<file path="src/rtl/startup_seq_pkg.sv">
package startup_seq_pkg;

    parameter int LAST_PHASE = 6;
    parameter int NUM_CTL    = 3;

    // one spare code above the last phase is needed for "follow" / "no wait"
    localparam int PH_W = $clog2(LAST_PHASE + 2);

    typedef logic [PH_W-1:0] phase_t;

    localparam phase_t LAST_PH     = phase_t'(LAST_PHASE);
    localparam phase_t CODE_KEEP   = '0;
    localparam phase_t CODE_FOLLOW = '1;
    localparam phase_t CODE_NOWAIT = '1;

    localparam int CTL_GTS = 0;
    localparam int CTL_GWE = 1;
    localparam int CTL_GSR = 2;

    typedef enum logic [1:0] {
        CTL_KEEP     = 2'd0,
        CTL_AT_PHASE = 2'd1,
        CTL_FOLLOW   = 2'd2
    } ctl_mode_e;

    typedef struct packed {
        ctl_mode_e mode;
        phase_t    phase;
    } ctl_sel_t;

    typedef struct packed {
        logic   advance;
        logic   lock_stall;
        phase_t next;
    } step_t;

    function automatic ctl_sel_t decode_sel(input phase_t code);
        ctl_sel_t r;
        r.phase = code;
        if (code == CODE_KEEP)
            r.mode = CTL_KEEP;
        else if (code == CODE_FOLLOW)
            r.mode = CTL_FOLLOW;
        else
            r.mode = CTL_AT_PHASE;
        return r;
    endfunction

    function automatic phase_t done_phase(input phase_t code);
        return ((code == '0) || (code > LAST_PH)) ? LAST_PH : code;
    endfunction

endpackage

</file>
<file path="src/rtl/startup_phase_ctr.sv">
module startup_phase_ctr
    import startup_seq_pkg::*;
(
    input  logic   clk,
    input  logic   rst,
    input  logic   start_i,
    input  phase_t lock_sel_i,
    input  logic   dll_locked_i,
    input  phase_t done_ph_i,
    input  logic   done_in_i,
    output phase_t phase_o,
    output logic   running_o,
    output step_t  step_o
);

    phase_t phase_q;
    logic   running_q;
    logic   lock_hit;
    logic   done_hold;
    step_t  step;

    always_comb begin
        lock_hit        = (lock_sel_i != CODE_NOWAIT) && (lock_sel_i == phase_q) && !dll_locked_i;
        done_hold       = (phase_q == done_ph_i) && !done_in_i;
        step.lock_stall = running_q && lock_hit;
        step.advance    = running_q && (phase_q != LAST_PH) && !lock_hit && !done_hold;
        step.next       = phase_q + phase_t'(step.advance);
    end

    always_ff @(posedge clk) begin
        if (rst) begin
            phase_q   <= '0;
            running_q <= 1'b0;
        end else begin
            if (start_i && !running_q)
                running_q <= 1'b1;
            phase_q <= step.next;
        end
    end

    assign phase_o   = phase_q;
    assign running_o = running_q;
    assign step_o    = step;

    AST_IDLE_ZERO: assert property (@(posedge clk) disable iff (rst)
        !running_q |-> (phase_q == '0));

    AST_PHASE_LIMIT: assert property (@(posedge clk) disable iff (rst)
        phase_q <= LAST_PH);

    AST_RUN_STICKY: assert property (@(posedge clk) disable iff (rst)
        running_q |=> running_q);

    AST_LOCK_HOLD: assert property (@(posedge clk) disable iff (rst)
        (running_q && (lock_sel_i != CODE_NOWAIT) && (lock_sel_i == phase_q) && !dll_locked_i)
        |=> $stable(phase_q));

    AST_DONE_GATE: assert property (@(posedge clk) disable iff (rst)
        (running_q && (phase_q == done_ph_i) && !done_in_i) |=> $stable(phase_q));

endmodule

</file>
<file path="src/rtl/startup_done_unit.sv">
module startup_done_unit
    import startup_seq_pkg::*;
(
    input  logic   clk,
    input  logic   rst,
    input  logic   pipe_i,
    input  logic   drive_i,
    input  logic   done_pin_i,
    input  phase_t done_ph_i,
    input  phase_t phase_i,
    input  logic   advance_i,
    input  phase_t next_i,
    output logic   done_in_o,
    output logic   done_active_o,
    output logic   done_drive_o
);

    logic done_pin_q;
    logic done_active_q;

    always_ff @(posedge clk) begin
        if (rst) begin
            done_pin_q    <= 1'b0;
            done_active_q <= 1'b0;
        end else begin
            done_pin_q <= done_pin_i;
            if (advance_i && (next_i == done_ph_i))
                done_active_q <= 1'b1;
        end
    end

    assign done_in_o     = pipe_i ? done_pin_q : done_pin_i;
    assign done_active_o = done_active_q;
    assign done_drive_o  = done_active_q && drive_i;

    AST_DONE_AT_PHASE: assert property (@(posedge clk) disable iff (rst)
        done_active_q == (phase_i >= done_ph_i));

endmodule

</file>
<file path="src/rtl/startup_release.sv">
module startup_release
    import startup_seq_pkg::*;
(
    input  logic   clk,
    input  logic   rst,
    input  phase_t sel_i,
    input  logic   running_i,
    input  logic   advance_i,
    input  logic   lock_stall_i,
    input  phase_t next_i,
    input  phase_t phase_i,
    input  logic   done_in_i,
    output logic   active_o
);

    ctl_sel_t dec;
    logic     active_q;
    logic     active_n;

    assign dec = decode_sel(sel_i);

    always_comb begin
        unique case (dec.mode)
            CTL_AT_PHASE: active_n = active_q | (advance_i && (next_i == dec.phase));
            CTL_FOLLOW:   active_n = active_q | (running_i && done_in_i && !lock_stall_i);
            default:      active_n = active_q;
        endcase
    end

    always_ff @(posedge clk) begin
        if (rst)
            active_q <= 1'b0;
        else
            active_q <= active_n;
    end

    assign active_o = active_q;

    AST_KEEP_FIXED: assert property (@(posedge clk) disable iff (rst)
        (dec.mode == CTL_KEEP) |=> $stable(active_q));

    AST_AT_PHASE_TRACK: assert property (@(posedge clk) disable iff (rst)
        (dec.mode == CTL_AT_PHASE) |-> (active_q == (phase_i >= dec.phase)));

    AST_FOLLOW_CAUSE: assert property (@(posedge clk) disable iff (rst)
        ((dec.mode == CTL_FOLLOW) && $rose(active_q)) |-> $past(done_in_i));

endmodule

</file>
<file path="src/rtl/startup_seq.sv">
module startup_seq
    import startup_seq_pkg::*;
(
    input  logic       clk,
    input  logic       rst,
    input  logic       start_i,
    input  logic [2:0] gts_sel_i,
    input  logic [2:0] gwe_sel_i,
    input  logic [2:0] gsr_sel_i,
    input  logic [2:0] done_sel_i,
    input  logic [2:0] lock_sel_i,
    input  logic       dll_locked_i,
    input  logic       pipe_done_i,
    input  logic       drive_done_i,
    input  logic       done_pin_i,
    output logic       done_active_o,
    output logic       done_drive_o,
    output logic       gts_o,
    output logic       gwe_o,
    output logic       gsr_o,
    output logic [2:0] phase_o
);

    phase_t             done_ph;
    phase_t             phase;
    logic               running;
    step_t              step;
    logic               done_in;
    phase_t             sel_arr [NUM_CTL];
    logic [NUM_CTL-1:0] act;

    assign done_ph           = done_phase(phase_t'(done_sel_i));
    assign sel_arr[CTL_GTS]  = phase_t'(gts_sel_i);
    assign sel_arr[CTL_GWE]  = phase_t'(gwe_sel_i);
    assign sel_arr[CTL_GSR]  = phase_t'(gsr_sel_i);

    startup_phase_ctr u_ctr (
        .clk          (clk),
        .rst          (rst),
        .start_i      (start_i),
        .lock_sel_i   (phase_t'(lock_sel_i)),
        .dll_locked_i (dll_locked_i),
        .done_ph_i    (done_ph),
        .done_in_i    (done_in),
        .phase_o      (phase),
        .running_o    (running),
        .step_o       (step)
    );

    startup_done_unit u_done (
        .clk           (clk),
        .rst           (rst),
        .pipe_i        (pipe_done_i),
        .drive_i       (drive_done_i),
        .done_pin_i    (done_pin_i),
        .done_ph_i     (done_ph),
        .phase_i       (phase),
        .advance_i     (step.advance),
        .next_i        (step.next),
        .done_in_o     (done_in),
        .done_active_o (done_active_o),
        .done_drive_o  (done_drive_o)
    );

    for (genvar g = 0; g < NUM_CTL; g++) begin : g_ctl
        startup_release u_rel (
            .clk          (clk),
            .rst          (rst),
            .sel_i        (sel_arr[g]),
            .running_i    (running),
            .advance_i    (step.advance),
            .lock_stall_i (step.lock_stall),
            .next_i       (step.next),
            .phase_i      (phase),
            .done_in_i    (done_in),
            .active_o     (act[g])
        );
    end

    assign gts_o   = ~act[CTL_GTS];
    assign gwe_o   =  act[CTL_GWE];
    assign gsr_o   = ~act[CTL_GSR];
    assign phase_o = 3'(phase);

    AST_LOCK_FREEZE: assert property (@(posedge clk) disable iff (rst)
        step.lock_stall |=> ($stable({gts_o, gwe_o, gsr_o, done_active_o}) && $stable(phase_o)));

endmodule

</file>
<file path="config.mk">
export PLATFORM = sky130hd
export DESIGN_NAME = startup_seq
export DESIGN_NICKNAME = d
export VERILOG_FILES = /design/src/rtl/startup_seq_pkg.sv /design/src/rtl/startup_phase_ctr.sv /design/src/rtl/startup_done_unit.sv /design/src/rtl/startup_release.sv /design/src/rtl/startup_seq.sv
export SDC_FILE = /design/constraint.sdc
export NUM_CORES = 1
export LEC_CHECK = 0
export CAP_MARGIN = 20
export CORE_MARGIN = 2
export CORE_UTILIZATION = 47
export DETAILED_ROUTE_END_ITERATION = 6
export GPL_ROUTABILITY_DRIVEN = 0
export PLACE_DENSITY = 0.81
export SETUP_SLACK_MARGIN = 0.02
export SLEW_MARGIN = 40
export SYNTH_ARGS = -nofsm -noshare
export SYNTH_HDL_FRONTEND = slang
export SYNTH_SLANG_ARGS = --single-unit
</file>
<file path="constraint.sdc">
create_clock -name clk -period 4.15 [get_ports clk]
set_input_delay 0.415 -clock clk [delete_from_list [all_inputs] [get_ports clk]]
set_output_delay 0.415 -clock clk [all_outputs]
set_load 0.01 [all_outputs]
</file>
Word-level counts from Yosys, hierarchy flattened:

Index checks and enable logic that the tools add are counted.

* flip-flop bits (word level): 9
* input port bits: 22
* output and inout port bits: 8
* logic and storage cells: 74

* $add $sub $neg: 1
* order comparisons: 1
* eq/ne operators: 17
* muxes and demuxes: 11
* bitwise gates (word level): 8
* reduce and logical (&&, ||, !) cells: 29

Operator list (count)
* $eq 3x3->1: 6
* $logic_and 1x1->1: 15
* $logic_not 3->1: 4
* $mux 2: 6
* $eq 3x3->1 const B: 3
* $eq 2x1->1 const B: 3
* $eq 2x2->1 const B: 3
* $logic_not 1->1: 6
* $ne 3x3->1 const B: 2
* $or 1x1->1: 6
* $pmux 1 s2: 3
* $reduce_bool 2->1: 3
* $add 3x1->3: 1
* $gt 3x3->1 const B: 1
* $mux 3: 1
* $not 1->1: 2
* $logic_or 1x1->1: 1
* $mux 1: 1

Depth between registers and ports, before layout:

* depth in word-level cells: 12
* gate-level depth with buffers: 13
* mapped depth without buffers: 12

Hierarchy:

Synthesis repeated with hierarchy kept, for this count alone.

* cell total of the unflattened synthesis: 85
* area total of the unflattened synthesis: 708.2 µm²

Modules (own cells, without submodules)
* startup_release: times used 3, cells each 14, area each 100.1 µm², seq. area each 20.0 µm²
* startup_phase_ctr: times used 1, cells each 27, area each 255.2 µm², seq. area each 80.1 µm²
* startup_done_unit: times used 1, cells each 11, area each 118.9 µm², seq. area each 40.0 µm²
* startup_seq: times used 1, cells each 5, area each 33.8 µm², seq. area each 0.0 µm²

Worst setup path after synthesis:

No wires, ideal clock.

* path kind: input-to-reg
* start: input port done_sel_i[0]
* end: register u_done.done_active_q, in the netlist u_done.done_active_o
* setup time: 141 ps
* arrival time: 2630 ps
* required time: 4009 ps
* slack: 1378 ps
* stages on the path: 11
* buffers on the path: 0
* cell sequence: or3_2 a31oi_1 a211o_4 inv_2 ha_1 ha_1 nor2b_1 nand2_1 o21ai_0 a2111oi_0 a211oi_2

* cells in the longest elaborated chain, start to end: 10
* elaborated cells between the ends (all ways): 11
* those cells by class: add/sub: 1; order compare: 1; eq/ne: 2; mux: 1; reduce/logical: 6

Ends and longest elaborated chain
* start, declared: line startup_seq.sv:10 `input logic [2:0] done_sel_i,`
* $gt 3x3->1 or $logic_not 3->1 (tied branches): line startup_seq_pkg.sv:50 `return ((code == '0) || (code > LAST_PH)) ? LAST_PH : code;`
* $logic_or 1x1->1: line startup_seq_pkg.sv:50
* $mux 3 *: line startup_seq_pkg.sv:50
* $eq 3x3->1 *: line startup_phase_ctr.sv:24 `done_hold = (phase_q == done_ph_i) && !done_in_i;`
* $logic_and 1x1->1 *: line startup_phase_ctr.sv:24
* $logic_not 1->1 *: line startup_phase_ctr.sv:26 `step.advance = running_q && (phase_q != LAST_PH) && !lock_hit && !done_hold;`
* $logic_and 1x1->1 *: line startup_phase_ctr.sv:26
* $add 3x1->3 *: line startup_phase_ctr.sv:27 `step.next = phase_q + phase_t'(step.advance);`
* net g_ctl[0].u_rel.next_i[1]: line startup_release.sv:10 `input phase_t next_i,`
* $eq 3x3->1 *: line startup_done_unit.sv:27 `if (advance_i && (next_i == done_ph_i))`
* $logic_and 1x1->1 *: line startup_done_unit.sv:27
* end signal, assigned: line startup_done_unit.sv:24 `done_active_q <= 1'b0;`
* end signal, assigned: line startup_done_unit.sv:28 `done_active_q <= 1'b1;`
* end, declared: line startup_done_unit.sv:19 `logic done_active_q;`

Mark *: on every way through the listed nets, which the timed path passes. The rest lies on a longest branch.
A chain may end at the register's enable or synchronous reset.

Final worst setup path:

Ends and elaborated chain as after synthesis.

==> impl_metrics.toml <==
[floorplanning]
num_rows = 15
die_x_um = 46.0
core-area_um2 = 1690
die-area_um2 = 2110
start_util = 0.490
ios = 30
die_h_um = 46.0

[cts]
root_buffer = "clkbuf_4"
numCtsBuffers = 3
ctsResizeCount = 0
clk_pin_slew_worst_paths_ns = 0.06
cts.sinks = 9
clockBufferDepth = 2
cts_tree = "yes"
post-cts-setup-buffers = 0
htreeDepth = 1
clock_latency_ns = 0.26
holdBufCountCts = 0

[timing]
period_minus_slack_ns = 3.43
fin_skew_ns = 0.00141
finalCritPeriodShare = 0.826
fin_ws_ns = 0.722
tightest_slew_ns = 0.631
rsz0062_at_grt = "no"
finalHoldViolCount = 0
tns_ns = 0
fmax_ghz = 0.292
final.hold.worst_slack_ns = 0.507
timing.slew.headroom = 0.568
setup_violations = 0
slew_violations = 0

[logic_synthesis]
yosysSeqAreaShare = 0.218
ys_warn_count = 0
netlist_instances = 103
synth_area_um2 = 827
ys_types = 37
synthesis.nets = 127
syn_area_per_cell_um2 = 8.03
ys_seq_elements = 9

[grt]
gr-total-overflow = 0
grt_max_degree = 14
grt_pass1_wl_mm = 3.42
groute.usage.overall = 0.225
first_global_vias = 867
antenna_found_initial = 0

[detailed_routing]
drt_iter0_drc = 15
drc = 0
drtPass1Iterations = 4
drt-total-wl_mm = 2.09
wl_per_cell_um = 13.8
ant_nets = 0
vias = 906
routed_via_density = 6.00

[flow_run]
max_cap_violations = 0

[outcome]
status = "complete, no violations"

[placement]
hpwl_mm = 1.64
port_buffers = 29
place_area_um2 = 1120
post-place-ws_ns = 0.484

[power]
powerDensity_nw_per_um2 = 220
irDropWorstVdd_mv = 0.169
leakage_nw = 0.426

[worst_setup_path]
worst_setup_path_end_kind = "register"
crit_type = "input port to register"
critPathRequiredTime_ns = 4.27
critPathMaxFanout = 7
worst_ep_arrival_time_ns = 3.54
worstSetupStartpointType = "input port"

[min_path]
hold_path.class = "register to register"

[final_layout]
drive_gt1_frac = 0.112
num-nets-final = 159
layout_common_cells = "clkdlybuf4s50_1 (29), nor2_1 (10), dfxtp_1 (9), nor2b_1 (8)"
final_area_um2 = 1150
area_growth_syn_to_layout_pct = 39.0
layout_commonest_cell = "clkdlybuf4s50_1"
diodes = 0
[kinds of logic after synthesis]
family | Yosys count | synth area share
AOI/OAI and AO/OA | 22 | 0.212
xor gates and xnor gates | 9 | 0.118
adders and majority gates | 2 | 0.0303
buffers and inverters | 6 | 0.0363
DFF | 9 | 0.218
muxes | 1 | 0.0136
and+or+nand+nor | 54 | 0.372
[report_power, final]
| part | switching (mW) | internal (mW) |
|---|---|---|
| Clock | 0.0284 | 0.0369 |
| Combinational | 0.0415 | 0.0493 |
| Sequential | 0.00569 | 0.0911 |
| Total | 0.0756 | 0.177 |
[path summary, 6_finish.rpt]
| path | from | endpoint | slack, ns | cells past startpoint |
|---|---|---|---|---|
| max | done_sel_i[0] | u_done.done_active_o | 0.72 | 12 |
| min | u_ctr.running_o | u_ctr.running_o | 0.51 | 2 |
| max reg2reg | u_ctr.phase_o[2] | u_done.done_active_o | 0.93 | 12 |
| min reg2reg | u_ctr.running_o | u_ctr.running_o | 0.51 | 2 |
[area by class of cell]
type                            instances  area [um2]
Clock buffer                            4        26.3
Tap cell                               17        21.3
Inverter                                4        15.0
Fill cell                             152         539
Multi-Input combinational cell         88         617
Sequential cell                         9         180
Timing Repair Buffer                   29         290
[flip-flops by register name (all words and copies together), names as in the netlist]
| name | flops |
|---|---|
| u_done.done_pin_q | 1 |
| g_ctl.u_rel.active_o | 3 |
| u_done.done_active_o | 1 |
| u_ctr.running_o | 1 |
| u_ctr.phase_o | 3 |
[through the flow]
stage,total power [mW],instances,util
final,0.253,151,0.681
after global routing,0.272,151,0.681
after CTS,0.256,151,0.681
after detailed placement,0.189,147,0.665
after global placement,0.186,147,0.665
after floorplan,0.147,103,-
[routing by layer]
layer	vias to the layer above	routed length [um]	track usage
li1	439	-	-
met1	405	852	0.243
met2	50	973	0.369
met3	12	157	0.0675
met4	0	108	0.154
met5	-	0	0
[worst max-delay path, stage by stage]
cell             delay [ns]
clkdlybuf4s50_1        0.53
or3_2                  0.51
a31oi_1                0.22
a211o_4                0.21
inv_2                  0.04
ha_1                   0.17
ha_1                   0.35
nor2b_1                0.21
nand2_1                0.10
o21ai_0                0.08
a2111oi_0              0.63
a211oi_2               0.09
[cells in the mapped netlist]
cell / number / area share
a41oi_1: 1 / 0.011
a31oi_1: 1 / 0.0076
mux2_2: 1 / 0.014
inv_2: 1 / 0.0045
o21ai_1: 1 / 0.0060
nor2_1: 10 / 0.045
a2111oi_0: 1 / 0.011
or3_1: 1 / 0.0076
and2_1: 1 / 0.0076
a21oi_1: 6 / 0.036
nor3_1: 7 / 0.042
o211ai_1: 1 / 0.0091
inv_1: 3 / 0.014
nand3_1: 3 / 0.018
nor2_2: 1 / 0.0076
nand4b_1: 1 / 0.011
dfxtp_1: 9 / 0.22
xor2_1: 3 / 0.032
nand3b_1: 7 / 0.064
and3_4: 1 / 0.014
buf_6: 1 / 0.014
nor2b_1: 8 / 0.061
and3b_1: 1 / 0.011
a2bb2oi_1: 2 / 0.021
and3_1: 5 / 0.038
xnor2_4: 1 / 0.033
a211o_4: 1 / 0.021
xnor2_1: 5 / 0.053
nand2_1: 6 / 0.027
o21ai_0: 3 / 0.018
a211oi_2: 1 / 0.015
ha_1: 2 / 0.030
buf_1: 1 / 0.0045
a221oi_1: 1 / 0.011
and2_4: 1 / 0.011
o31ai_2: 3 / 0.045
or3_2: 1 / 0.0091
Note: power is estimated with default switching activity, not from simulation.
